[config.mk]
export PLATFORM = sky130hd
export DESIGN_NAME = pfc_phase_alternator
export DESIGN_NICKNAME = d
export VERILOG_FILES = /design/src/rtl/pfc_alt_pkg.sv /design/src/rtl/pfc_pol_debounce.sv /design/src/rtl/pfc_load_mode.sv /design/src/rtl/pfc_role_seq.sv /design/src/rtl/pfc_leg_drive.sv /design/src/rtl/pfc_phase_alternator.sv
export SDC_FILE = /design/constraint.sdc
export NUM_CORES = 1
export LEC_CHECK = 0
export ABC_AREA = 1
export BUFFER_PORTS_ARGS = -buffer_cell sky130_fd_sc_hd__buf_2
export CAP_MARGIN = 5
export CORE_ASPECT_RATIO = 0.6
export CORE_MARGIN = 4
export CORE_UTILIZATION = 40
export DETAILED_ROUTE_END_ITERATION = 7
export GPL_TIMING_DRIVEN = 0
export SLEW_MARGIN = 20
export SYNTH_ARGS = -nofsm -noshare
export SYNTH_HDL_FRONTEND = slang
export SYNTH_HIERARCHICAL = 1
export SYNTH_SLANG_ARGS = --single-unit
export TNS_END_PERCENT = 5
[constraint.sdc]
create_clock -name clk -period 2.3 [get_ports clk]
set_clock_uncertainty 0.15 [all_clocks]
set_input_delay 0.115 -clock clk [delete_from_list [all_inputs] [get_ports clk]]
set_output_delay 0.115 -clock clk [all_outputs]
set_load 0.02 [all_outputs]
[src/rtl/pfc_alt_pkg.sv]
package pfc_alt_pkg;
  localparam int NUM_MOD = 2;

  typedef enum logic {
    MODE_SHARED = 1'b0,
    MODE_ALT    = 1'b1
  } pfc_mode_e;
endpackage

[src/rtl/pfc_pol_debounce.sv]
module pfc_pol_debounce #(
  parameter int DEB_SAMPLES = 3
) (
  input  logic clk,
  input  logic rst_n,
  input  logic pol_raw,
  output logic pol_ok,
  output logic started,
  output logic rise_evt
);
  localparam int CNT_W = $clog2(DEB_SAMPLES + 1);
  localparam logic [CNT_W-1:0] CNT_LAST = CNT_W'(DEB_SAMPLES - 1);

  logic [CNT_W-1:0] cnt_q, cnt_d;
  logic             pol_q, pol_d;
  logic             start_q, start_d;
  logic             accept;

  always_comb begin
    accept  = (pol_raw != pol_q) && (cnt_q == CNT_LAST);
    cnt_d   = '0;
    pol_d   = pol_q;
    start_d = start_q;
    if (pol_raw != pol_q) begin
      if (accept) begin
        pol_d   = pol_raw;
        start_d = 1'b1;
      end else begin
        cnt_d = cnt_q + 1'b1;
      end
    end
  end

  always_ff @(posedge clk or negedge rst_n) begin
    if (!rst_n) begin
      cnt_q   <= '0;
      pol_q   <= 1'b0;
      start_q <= 1'b0;
    end else begin
      cnt_q   <= cnt_d;
      pol_q   <= pol_d;
      start_q <= start_d;
    end
  end

  assign pol_ok   = pol_q;
  assign started  = start_q;
  assign rise_evt = accept && !pol_q;
endmodule

[src/rtl/pfc_load_mode.sv]
module pfc_load_mode #(
  parameter int PWR_W = 12
) (
  input  logic             clk,
  input  logic             rst_n,
  input  logic [PWR_W-1:0] pwr_meas,
  input  logic [PWR_W-1:0] pwr_thr,
  input  logic [PWR_W-1:0] pwr_hyst,
  output logic             light_req
);
  logic [PWR_W:0] exit_lvl;
  logic           light_q, light_d;

  always_comb begin
    exit_lvl = {1'b0, pwr_thr} + {1'b0, pwr_hyst};
    light_d  = light_q;
    if (light_q) begin
      if ({1'b0, pwr_meas} > exit_lvl) light_d = 1'b0;
    end else begin
      if (pwr_meas <= pwr_thr) light_d = 1'b1;
    end
  end

  always_ff @(posedge clk or negedge rst_n) begin
    if (!rst_n) light_q <= 1'b0;
    else        light_q <= light_d;
  end

  assign light_req = light_q;
endmodule

[src/rtl/pfc_role_seq.sv]
module pfc_role_seq
  import pfc_alt_pkg::*;
#(
  parameter int CYC_W = 4
) (
  input  logic             clk,
  input  logic             rst_n,
  input  logic             near_zc,
  input  logic             started,
  input  logic             rise_evt,
  input  logic             light_req,
  input  logic [CYC_W-1:0] swap_cycles,
  output pfc_mode_e        mode_q,
  output logic             role_q,
  output logic             dz_start
);
  logic             nzc_q;
  logic             load_en;
  logic             pend_q, pend_d;
  logic             role_d;
  pfc_mode_e        mode_d;
  logic [CYC_W-1:0] ccnt_q, ccnt_d;
  logic             arm;

  always_comb begin
    dz_start = near_zc && !nzc_q;
    load_en  = dz_start || !started;
    arm      = rise_evt && (swap_cycles != '0) &&
               (({1'b0, ccnt_q} + 1'b1) >= {1'b0, swap_cycles});
    ccnt_d   = ccnt_q;
    if (swap_cycles == '0)  ccnt_d = '0;
    else if (arm)           ccnt_d = '0;
    else if (rise_evt)      ccnt_d = ccnt_q + 1'b1;
    pend_d = arm || (pend_q && !load_en);
    role_d = load_en ? (role_q ^ pend_q) : role_q;
    mode_d = load_en ? (light_req ? MODE_ALT : MODE_SHARED) : mode_q;
  end

  always_ff @(posedge clk or negedge rst_n) begin
    if (!rst_n) begin
      nzc_q  <= 1'b0;
      pend_q <= 1'b0;
      role_q <= 1'b0;
      mode_q <= MODE_SHARED;
      ccnt_q <= '0;
    end else begin
      nzc_q  <= near_zc;
      pend_q <= pend_d;
      role_q <= role_d;
      mode_q <= mode_d;
      ccnt_q <= ccnt_d;
    end
  end
endmodule

[src/rtl/pfc_leg_drive.sv]
module pfc_leg_drive (
  input  logic en,
  input  logic pol_pos,
  input  logic duty,
  output logic g_hi,
  output logic g_lo
);
  always_comb begin
    g_hi = 1'b0;
    g_lo = 1'b0;
    if (en) begin
      if (pol_pos) begin
        g_lo = duty;
        g_hi = !duty;
      end else begin
        g_hi = duty;
        g_lo = !duty;
      end
    end
  end
endmodule

[src/rtl/pfc_phase_alternator.sv]
module pfc_phase_alternator
  import pfc_alt_pkg::*;
#(
  parameter int PWR_W       = 12,
  parameter int CYC_W       = 4,
  parameter int DEB_SAMPLES = 3
) (
  input  logic               clk,
  input  logic               rst_n,
  input  logic               pol_raw,
  input  logic               near_zc,
  input  logic [PWR_W-1:0]   pwr_meas,
  input  logic [PWR_W-1:0]   pwr_thr,
  input  logic [PWR_W-1:0]   pwr_hyst,
  input  logic [CYC_W-1:0]   swap_cycles,
  input  logic [NUM_MOD-1:0] pwm_duty,
  output logic [NUM_MOD-1:0] gate_hi,
  output logic [NUM_MOD-1:0] gate_lo,
  output logic [NUM_MOD-1:0] mod_en,
  output logic               iref_zero
);
  logic      pol_ok;
  logic      started;
  logic      rise_evt;
  logic      light_req;
  pfc_mode_e mode_q;
  logic      role_q;
  logic      dz_start;
  logic      blank;
  logic      act_mod;

  pfc_pol_debounce #(.DEB_SAMPLES(DEB_SAMPLES)) u_deb (
    .clk(clk), .rst_n(rst_n), .pol_raw(pol_raw),
    .pol_ok(pol_ok), .started(started), .rise_evt(rise_evt)
  );

  pfc_load_mode #(.PWR_W(PWR_W)) u_load (
    .clk(clk), .rst_n(rst_n), .pwr_meas(pwr_meas),
    .pwr_thr(pwr_thr), .pwr_hyst(pwr_hyst), .light_req(light_req)
  );

  pfc_role_seq #(.CYC_W(CYC_W)) u_seq (
    .clk(clk), .rst_n(rst_n), .near_zc(near_zc), .started(started),
    .rise_evt(rise_evt), .light_req(light_req), .swap_cycles(swap_cycles),
    .mode_q(mode_q), .role_q(role_q), .dz_start(dz_start)
  );

  assign blank     = near_zc || !started;
  assign act_mod   = pol_ok ? role_q : !role_q;
  assign iref_zero = blank;

  for (genvar i = 0; i < NUM_MOD; i++) begin : g_leg
    assign mod_en[i] = !blank &&
                       ((mode_q == MODE_SHARED) || (act_mod == 1'(i)));
    pfc_leg_drive u_leg (
      .en(mod_en[i]), .pol_pos(pol_ok), .duty(pwm_duty[i]),
      .g_hi(gate_hi[i]), .g_lo(gate_lo[i])
    );
  end
endmodule

==> results of run 1 <==
==> layout make-up <==
cell class	count	area [µm²]	share of cell area
tap	63	78.83	0.03141
multi-input combinational	231	1491	0.5942
inverter	63	236.5	0.09422
sequential	13	325.3	0.1296
clock buffer	4	45.04	0.01795
timing repair buffer	59	332.8	0.1326
==> timing repair <==
action	4_1_cts	5_1_grt
hold buffers	3	0
setup buffers	0	4
gates resized for setup	1	10
endpoints found under the setup margin	1	1
pin swaps	1	14
hold endpoints to repair	15	0
==> flip-flops by register name (all words and copies together) (netlist names) <==
signal / flops
u_deb/cnt_q: 2
u_deb/pol_ok: 1
u_deb/started: 1
u_seq/role_q: 1
u_load/light_req: 1
u_seq/mode_q: 1
u_seq/pend_q: 1
u_seq/ccnt_q: 4
u_seq/nzc_q: 1
==> worst paths after layout <==
check                                       startpoint                          end  slack [ns]  cells past startpoint
max                                        pwr_hyst[0]   u_load/light_req$_DFF_PN0_        0.11                     18
min                                     swap_cycles[0]  u_seq/ccnt_q[3]$_DFFE_PN0P_        0.13                      5
max reg2reg                u_seq/ccnt_q[0]$_DFFE_PN0P_       u_seq/pend_q$_DFF_PN0_        0.23                     12
min reg2reg                 u_load/light_req$_DFF_PN0_     u_seq/mode_q$_DFFE_PN0P_        0.32                      2
max in group asynchronous                        rst_n     u_deb/cnt_q[1]$_DFF_PN0_        1.63                      2
min in group asynchronous                        rst_n  u_seq/ccnt_q[1]$_DFFE_PN0P_        0.14                      2
==> power by group through the flow <==
| stage | Combinational, µW | Sequential [µW] | Clock, µW |
|---|---|---|---|
| floorplan | 584 | 343 | 0 |
| global placement | 765 | 358 | 0 |
| detailed placement | 779 | 359 | 0 |
| CTS | 787 | 356 | 210 |
| global route | 937 | 372 | 222 |
| finish | 814 | 357 | 203 |
==> worst min-delay path, delay by kind of cell <==
| kind | cells | cell delay [ns] |
|---|---|---|
| buf+inv | 1 | 0.09 |
| simple gates | 4 | 0.29 |
==> stage by stage <==
stage / area [µm²] / std cells / hold slack (ns)
2_1_floorplan: 2027 / 307 / -0.3306
3_3_place_gp: 2366 / 422 / -0.1302
3_5_place_dp: 2366 / 422 / -0.1316
4_1_cts: 2444 / 429 / 0.1251
5_1_grt: 2510 / 433 / 0.1531
6_report: 2510 / 433 / 0.1346
==> routing by layer <==
metal | up-vias | track usage
li1 | 1093 | -
met1 | 836 | 0.2557
met2 | 48 | 0.1811
met3 | 2 | 0.01985
met4 | 0 | 0.01533
met5 | - | 0
==> summary.txt, run 1 <==
Route
  – Detail Route Antenna Nets: 0
  – DR WL met2: 1616 µm
  – Avg Vias per Cell: 4.570
  – First-pass DRT Iterations: 5
  – Post-route DRC: 0
  – Met3 wire length: 246 µm
  – WL per Instance: 10.55 µm
  – Final WL: 4569 µm
  – Via count: 1979
  – Met1 WL: 2692 µm
  – Top layer in use: met4
  – Starting DRT DRC Count: 91

Worst hold path
  – Worst hold-check path type: primary input to flip-flop

Floorplanning
  – Die Span Y: 63.14 µm
  – Die ar.: 0.006308 mm²
  – Initial Util: 0.4285
  – Width of the die: 99.90 µm
  – Core ar.: 0.004731 mm²
  – Num ports: 53
  – Core Rows: 19

Power
  – Total power: 1374 µW
  – Clk pwr share: 0.148
  – Sw frac: 0.4581
  – VDD IR-drop max: 0.2793 mV
  – Lkg Pwr: 0.001521 µW
  – Logic pwr share: 0.592
  – PwrDens: 547.5 mW/mm²
  – Switching Power: 629.6 µW
  – Pint: 744.7 µW
  – Part of the power in registers: 0.260

Flow run
  – Max Cap Viol: 0

Clocking
  – H-tree depth: 1
  – Root buffer cell: clkbuf_8
  – CTS tree: built
  – CTS Buf Count: 3
  – CTS clk-pin slew, worst paths: 0.06 ns
  – Worst skew pair latency: 0.24 ns
  – Clock sink count: 13
  – Bufs on Longest Clock Path: 2

Critical path
  – Critical Path, Cell by Cell: buf_6 > ha_4 > inv_2 > fa_2 > nand3b_1 > nand2_2 > buf_4 > xor2_1 > ha_1 > nand2_1 > inv_1 > nand2_1 > nand3_1 > nand3_1 > nand2_1 > nand2_1 > nand2_1 > a21oi_1
  – Family with the most delay on the worst path: simple AND/OR/NAND/NOR gates
  – Cell mode on critical path: nand2_1
  – CP max stage delay: 0.35 ns
  – Worst Setup Start Kind: primary input
  – CP max FO: 3
  – Highest-delay cell along the critical path: fa_2
  – WP buf/inv: 4
  – Setup CP Type: primary input to flip-flop
  – Critical path capture point type: flip-flop
  – Crit path required time: 2.32 ns
  – Critical path arrival: 2.21 ns

GRT
  – Antenna violations before repair: 0
  – First-pass GRT wire length: 7741 µm
  – Vias in the first global route: 1739
  – Largest net degree at the start of global routing: 14
  – Total track usage: 0.1457
  – Grt ovf: 0

Synth
  – Synth warn: 6
  – Avg Inst Size Synth: 6.602 µm²
  – Gate Count Post-Synth: 307
  – Net count after synthesis: 395
  – Cell area after synthesis: 0.002027 mm²

Place
  – Setup WS pre-CTS: -0.2667 ns
  – GPL Wtd Cong: 0.8215
  – Port bufs: 52
  – Detailed Place HPWL: 3975 µm

STA
  – Worst Setup Slack, final: 0.1131 ns
  – Period utilization: 0.9508
  – Endpoints failing hold: 0
  – Achievable Freq: 457.3 MHz
  – Worst slew margin: 0.7969
  – Fin Setup TNS: 0 ns
  – Least-Margin Pin Slew: 0.3046 ns
  – Max Transition Viols Final: 0
  – Period minus WS final: 2.187 ns
  – Final setup fails: 0

Cells and area
  – Most frequent cells in the layout: nand2_1, inv_1, buf_2, ha_1, nor2_1
  – Most common cell after layout, fill and taps aside: nand2_1
  – Layout cell share with drive strength beyond 1: 0.2459
  – Layout Utilization: 0.5305
  – Number of fill cells in the layout: 497
  – Area growth, synth to finish: 23.83%
  – N_diodes: 0
  – Nets: 459

Status
  – Status: finished clean
Note: power is estimated with default switching activity, not from simulation.
==> inputs of run 2 (changes only) <==
Settings changed: CAP_MARGIN 5 to not set, CELL_PAD_IN_SITES_DETAIL_PLACEMENT set to 1, CELL_PAD_IN_SITES_GLOBAL_PLACEMENT set to 1, CORE_UTILIZATION 40 to 37, MAX_ROUTING_LAYER set to met4, PLACE_DENSITY_LB_ADDON set to 0.1.
==> run 2 against run 1 <==
Effect of this change:
- clock power is 2% lower
- largest power group unchanged
- register-to-register slack better by 0.07 ns
- worst hold slack worse by 0.0011 ns
- via count is 1.9% higher
- flip-flop and latch count stayed put
- clock-buffer cell count is 1 lower
- design area is 0.50% higher
- setup slack worse by 0.082 ns
- global-route usage is 2.4 points higher
==> summary.txt, run 2 (synthesized netlist as in run 1, its figures left out) <==
Clocking
  – CTS tree: built (unchanged)
  – CTS Buf Count: 3 (unchanged)
  – Root buffer cell: clkbuf_8 (unchanged)
  – CTS clk-pin slew, worst paths: 0.05 ns (was 0.06 ns)
  – H-tree depth: 1 (unchanged)
  – Worst skew pair latency: 0.24 ns (about the same)
  – Clock sink count: 13 (unchanged)
  – Bufs on Longest Clock Path: 2 (unchanged)

Floorplanning
  – Core ar.: 0.005180 mm² (was 0.004731 mm²)
  – Die Span Y: 65.33 µm (was 63.14 µm)
  – Width of the die: 103.6 µm (was 99.90 µm)
  – Initial Util: 0.3913 (was 0.4285)
  – Num ports: 53 (unchanged)
  – Die ar.: 0.006765 mm² (was 0.006308 mm²)
  – Core Rows: 20 (was 19)

GRT
  – Grt ovf: 0 (unchanged)
  – Largest net degree at the start of global routing: 14 (unchanged)
  – Met1 Use GR: 0.2536 (was 0.2557)
  – Antenna violations before repair: 0 (unchanged)
  – First-pass GRT wire length: 9384 µm (was 7741 µm)
  – Vias in the first global route: 2051 (was 1739)
  – Total track usage: 0.1700 (was 0.1457)
  – Met3 usage: 0.02355 (was 0.01985)
  – Most Crowded Layer GR: met1 (unchanged)
  – Met2 Track Usage GR: 0.2533 (was 0.1811)

Power
  – Total power: 1386 µW (was 1374 µW)
  – PwrDens: 549.6 mW/mm² (was 547.5 mW/mm²)
  – VDD IR-drop max: 0.2167 mV (was 0.2793 mV)
  – Lkg Pwr: 0.001522 µW (was 0.001521 µW)

Cells and area
  – Nets: 458 (was 459)
  – Most common cell after layout, fill and taps aside: nand2_1 (unchanged)
  – Largest registers: u_seq/ccnt_q (4), u_deb/cnt_q (2) (unchanged)
  – N_diodes: 0 (unchanged)
  – Max FFs per register: 4 (unchanged)
  – Area growth, synth to finish: 24.44% (was 23.83%)
  – Most frequent cells in the layout: nand2_1, inv_1, buf_2, ha_1, nor2_1 (unchanged)
  – Layout cell share with drive strength beyond 1: 0.2520 (was 0.2459)
  – Most flops, register: u_seq/ccnt_q (unchanged)

Route
  – WL per Instance: 12.19 µm (was 10.55 µm)
  – First-pass DRT Iterations: 4 (was 5)
  – Detail Route Antenna Nets: 0 (unchanged)
  – Post-route DRC: 0 (unchanged)
  – Avg Vias per Cell: 4.634 (was 4.570)
  – Via count: 2016 (was 1979)
  – Starting DRT DRC Count: 60 (was 91)
  – Final WL: 5301 µm (was 4569 µm)

STA
  – Max Transition Viols Final: 0 (unchanged)
  – Least-Margin Pin Slew: 0.3258 ns (was 0.3046 ns)
  – Worst slew margin: 0.7828 (was 0.7969)
  – Endpoints failing hold: 0 (unchanged)
  – Worst Setup Slack, final: 0.03118 ns (was 0.1131 ns)
  – Period utilization: 0.9864 (was 0.9508)
  – Achievable Freq: 440.8 MHz (was 457.3 MHz)
  – Period minus WS final: 2.269 ns (was 2.187 ns)
  – Unrepaired setup endpoints after global routing: yes
  – Final setup fails: 0 (unchanged)

Place
  – GPL Wtd Cong: 0.8402 (was 0.8215)
  – Port bufs: 52 (unchanged)
  – Setup WS pre-CTS: -0.3583 ns (was -0.2667 ns)
  – Detailed Place HPWL: 4596 µm (was 3975 µm)

Critical path
  – Critical path capture point type: flip-flop (unchanged)
  – Critical path arrival: 2.29 ns (was 2.21 ns)
  – Crit path required time: 2.32 ns (about the same)
  – Worst Setup Start Kind: primary input (unchanged)
  – CP max FO: 3 (unchanged)
  – Setup CP Type: primary input to flip-flop (unchanged)
  – R2R Setup Slk: 0.30 ns (was 0.23 ns)

Flow run
  – Max Cap Viol: 0 (unchanged)

Status
  – Status: finished clean (unchanged)

Worst hold path
  – Worst hold-check path type: primary input to flip-flop (unchanged)
-- run 2: per-stage QoR --
stage	cell area [µm²]	setup TNS (ns)	hold slack, ns	instances	util
floorplan	2027	0	-0.3306	307	-
global placement	2370	-0.3161	-0.1313	425	0.4575
detailed placement	2370	-0.3583	-0.1255	425	0.4575
CTS	2465	0	0.1299	433	0.4758
global route	2522	-0.1245	0.1884	435	0.4870
finish	2522	0	0.1335	435	0.4870
-- run 2: repair_timing --
item	in CTS	in global routing
pin swaps	2	14
buffers inserted	1	2
setup endpoints to repair	1	1
hold endpoints to repair	15	0
hold buffers	3	0
resized for setup	3	10
-- run 2: worst max-delay path, cell delays in order --
cell and delay (ns):
buf_6 0.08, ha_4 0.13, inv_2 0.04, fa_2 0.35
nand3b_1 0.18, nand2_2 0.13, nand2_2 0.08, nand2_2 0.09
nand2_1 0.05, nand2_1 0.06, xor2_1 0.16, ha_1 0.28
a21o_1 0.20, a21oi_2 0.15, nand2_1 0.06, a21oi_1 0.13
-- run 2: per-layer routing --
metal | wire length, µm | part of all wire
met1 | 3059 | 0.58
met2 | 2011 | 0.38
met3 | 230 | 0.043
met4 | 0 | 0
met5 | 0 | 0
-- run 2: final timing paths --
path                                              from  cells past startpoint                     endpoint
setup reg to reg           u_seq/ccnt_q[0]$_DFFE_PN0P_                     10       u_seq/pend_q$_DFF_PN0_
min in group asynchronous                        rst_n                      2  u_seq/ccnt_q[2]$_DFFE_PN0P_
hold reg to reg             u_load/light_req$_DFF_PN0_                      2     u_seq/mode_q$_DFFE_PN0P_
setup / recovery                           pwr_hyst[0]                     16   u_load/light_req$_DFF_PN0_
hold / removal                          swap_cycles[1]                      5  u_seq/ccnt_q[3]$_DFFE_PN0P_
max in group asynchronous                        rst_n                      2     u_deb/pol_ok$_DFFE_PN0P_
-- run 2: final cells by class --
cell class / count / area, µm²
Inverter: 63 / 236.5
Timing Repair Buffer: 58 / 329.1
Tap cell: 66 / 82.58
Multi-Input combinational cell: 231 / 1503
Sequential cell: 13 / 325.3
Fill cell: 717 / 2658
Clock buffer: 3 / 41.29
Clock inverter: 1 / 5.005
-- run 2: report_power, final --
group / internal, µW / switching [µW] / total [µW]
clock network: 120 / 79.8 / 199
logic: 333 / 493 / 826
registers: 285 / 76.2 / 361
total: 738 / 649 / 1390
==> inputs of run 3 (changes only) <==
Settings changed: PLACE_DENSITY set to 0.81, PLACE_DENSITY_LB_ADDON 0.1 to not set.
==> run 3 against run 2 <==
Effect of this change:
- sequential power up 1%
- worst hold slack worse by 0.10 ns
- first-iteration DRC count is 13% higher
- core utilization down 0.12 points
- fmax increased by 3.7%
- non-clock buffer count stayed put
- via count rose by 4.1%
- die area unchanged
- global-route usage is 0.53 points higher
- register-to-register slack got worse by 0.07 ns
- design area fell by 0.25%
- combinational power increased by 2%
- critical path type unchanged
- critical endpoint unchanged
==> summary.txt, run 3 (synthesized netlist as in run 1, its figures left out) <==
Cells and area
  – Layout Utilization: 0.4857 (was 0.4870)
  – Seq. cell area: 325.3 µm² (unchanged)
  – Nets: 458 (unchanged)
  – Non-filler cells, final: 435 (unchanged)
  – Largest registers: u_seq/ccnt_q (4), u_deb/cnt_q (2) (unchanged)
  – N_diodes: 0 (unchanged)
  – Area growth, synth to finish: 24.14% (was 24.44%)
  – Number of fill cells in the layout: 710 (was 717)
  – Multi-input logic area: 0.001495 mm² (was 0.001503 mm²)
  – Most flops, register: u_seq/ccnt_q (unchanged)
  – Most frequent cells in the layout: nand2_1, inv_1, buf_2, ha_1, nor2_1 (unchanged)
  – Most common cell after layout, fill and taps aside: nand2_1 (unchanged)
  – Final Cell Area: 0.002516 mm² (was 0.002522 mm²)
  – Max FFs per register: 4 (unchanged)
  – Layout cell share with drive strength beyond 1: 0.2520 (unchanged)

Clocking
  – CTS tree: built (unchanged)
  – CTS Buf Count: 3 (unchanged)
  – Bufs on Longest Clock Path: 2 (unchanged)
  – H-tree depth: 1 (unchanged)
  – CTS clk-pin slew, worst paths: 0.06 ns (was 0.05 ns)
  – Clock sink count: 13 (unchanged)
  – Worst skew pair latency: 0.24 ns (about the same)
  – Root buffer cell: clkbuf_8 (unchanged)

STA
  – Final setup fails: 0 (unchanged)
  – Achievable Freq: 457.1 MHz (was 440.8 MHz)
  – Fin Setup TNS: 0 ns (unchanged)
  – Endpoints failing hold: 0 (unchanged)
  – Unrepaired setup endpoints after global routing: yes (unchanged)
  – Period utilization: 0.9511 (was 0.9864)
  – Least-Margin Pin Slew: 0.3324 ns (was 0.3258 ns)
  – Worst slew margin: 0.7784 (was 0.7828)
  – Max Transition Viols Final: 0 (unchanged)
  – Period minus WS final: 2.188 ns (was 2.269 ns)

Floorplanning
  – Num ports: 53 (unchanged)
  – Core Rows: 20 (unchanged)
  – Die Span Y: 65.33 µm (unchanged)
  – Core ar.: 0.005180 mm² (unchanged)
  – Die ar.: 0.006765 mm² (unchanged)
  – Initial Util: 0.3913 (unchanged)
  – Width of the die: 103.6 µm (unchanged)

Power
  – PwrDens: 561.5 mW/mm² (was 549.6 mW/mm²)
  – VDD IR-drop max: 0.2125 mV (was 0.2167 mV)
  – Lkg Pwr: 0.001523 µW (was 0.001522 µW)

GRT
  – Total track usage: 0.1753 (was 0.1700)
  – Grt ovf: 0 (unchanged)
  – First-pass GRT wire length: 9701 µm (was 9384 µm)
  – Vias in the first global route: 2177 (was 2051)
  – Antenna violations before repair: 0 (unchanged)
  – Largest net degree at the start of global routing: 14 (unchanged)

Route
  – Avg Vias per Cell: 4.823 (was 4.634)
  – Post-route DRC: 0 (unchanged)
  – Starting DRT DRC Count: 68 (was 60)
  – WL per Instance: 12.92 µm (was 12.19 µm)
  – Detail Route Antenna Nets: 0 (unchanged)
  – Via count: 2098 (was 2016)
  – Final WL: 5620 µm (was 5301 µm)
  – First-pass DRT Iterations: 4 (unchanged)

Place
  – GPL Wtd Cong: 0.8088 (was 0.8402)
  – Area post-placement: 0.002370 mm² (unchanged)
  – Cell count after placement: 425 (unchanged)
  – Detailed Place HPWL: 4968 µm (was 4596 µm)
  – Port bufs: 52 (unchanged)

Critical path
  – Family with the most delay on the worst path: adder cells (unchanged)
  – Worst r2r dst: u_seq/ccnt_q[1]$_DFFE_PN0P_ (was u_seq/pend_q$_DFF_PN0_)
  – Worst Setup Start Kind: primary input (unchanged)
  – R2R Setup Slk: 0.23 ns (was 0.30 ns)
  – Critical path capture point type: flip-flop (unchanged)
  – Setup CP Type: primary input to flip-flop (unchanged)
  – CP max FO: 3 (unchanged)
  – WP buf/inv: 2 (unchanged)
  – Highest-delay cell along the critical path: fa_2 (unchanged)
  – Critical path arrival: 2.21 ns (was 2.29 ns)
  – Worst r2r src: u_seq/ccnt_q[0]$_DFFE_PN0P_ (unchanged)
  – Critical Path, Cell by Cell: buf_8 > ha_4 > inv_2 > fa_2 > nand3b_1 > nand2_2 > nand2_2 > nand2_2 > nand2_1 > nand2_1 > xor2_1 > ha_1 > a21o_1 > a21oi_2 > nand2_1 > a21oi_1 (was buf_6 > ha_4 > inv_2 > fa_2 > nand3b_1 > nand2_2 > nand2_2 > nand2_2 > nand2_1 > nand2_1 > xor2_1 > ha_1 > a21o_1 > a21oi_2 > nand2_1 > a21oi_1)
  – Crit path required time: 2.32 ns (about the same)
  – R2R cell count: 11 (was 10)
  – CP max stage delay: 0.35 ns (about the same)

Worst hold path
  – Worst hold-check path type: primary input to flip-flop (unchanged)
  – Min-Delay Startpoint: pol_raw (was swap_cycles[1])
  – Hold endpoint: u_deb/pol_ok$_DFFE_PN0P_ (was u_seq/ccnt_q[3]$_DFFE_PN0P_)
  – Worst hold path cell count: 3 (was 5)

Status
  – Status: finished clean (unchanged)

Flow run
  – Max Cap Viol: 0 (unchanged)
run 3: cell type report:
| class | count | share of cell area |
|---|---|---|
| Tap cell | 66 | 0.03282 |
| Multi-Input combinational cell | 231 | 0.5942 |
| Clock buffer | 3 | 0.01641 |
| Timing Repair Buffer | 58 | 0.1313 |
| Clock inverter | 1 | 0.001989 |
| Sequential cell | 13 | 0.1293 |
| Inverter | 63 | 0.09398 |
run 3: worst max path at each step:
stage | slack, ns | to | startpoint | cells after the start
5_1_grt | -0.09 | u_load/light_req$_DFF_PN0_ | pwr_hyst[0] | 16
4_1_cts | 0.02 | u_load/light_req$_DFF_PN0_ | pwr_thr[0] | 18
3_5_place_dp | -0.28 | u_load/light_req$_DFF_PN0_ | pwr_thr[0] | 18
2_1_floorplan | 0.07 | u_load/light_req$_DFF_PN0_ | pwr_thr[0] | 17
3_3_place_gp | -0.23 | u_load/light_req$_DFF_PN0_ | pwr_thr[0] | 18
6_report | 0.11 | u_load/light_req$_DFF_PN0_ | pwr_hyst[0] | 16
run 3: metal layers:
| layer | vias up | share of wire | routed length, µm | track usage |
|---|---|---|---|---|
| met5 | - | 0 | 0 | - |
| met4 | 0 | 0 | 0 | 0.01327 |
| li1 | 1093 | - | - | - |
| met2 | 44 | 0.43 | 2443 | 0.2899 |
| met1 | 961 | 0.52 | 2937 | 0.2418 |
| met3 | 0 | 0.043 | 239 | 0.02355 |
run 3: per-stage QoR:
step / power [µW] / hold slack (ns) / setup slack (ns)
5_1_grt: 1579 / 0.04576 / -0.08636
4_1_cts: 1394 / 0.03287 / 0.02412
3_5_place_dp: 1176 / -0.1301 / -0.2788
3_3_place_gp: 1124 / -0.1299 / -0.2335
6_report: 1413 / 0.02861 / 0.1124
2_1_floorplan: 926.9 / -0.3306 / 0.06535
run 3: where the power goes:
part           total [µW]  switching (µW)  internal (µW)  leakage [µW]
Combinational         844             504            340       0.00133
Sequential            366            81.0            285      0.000164
Clock                 203            83.0            120     0.0000255
run 3: worst min-delay path, cell delays in order:
cell and delay (ns):
buf_2 0.11, o21bai_1 0.09, nand2_1 0.07
run 3: repair_timing:
item,in CTS,in global routing
gates resized for setup,1,13
setup buffers,0,4
pin swaps,0,14
hold endpoints to repair,14,0
cloned,0,0
endpoints found under the setup margin,1,1
hold buffers,2,0
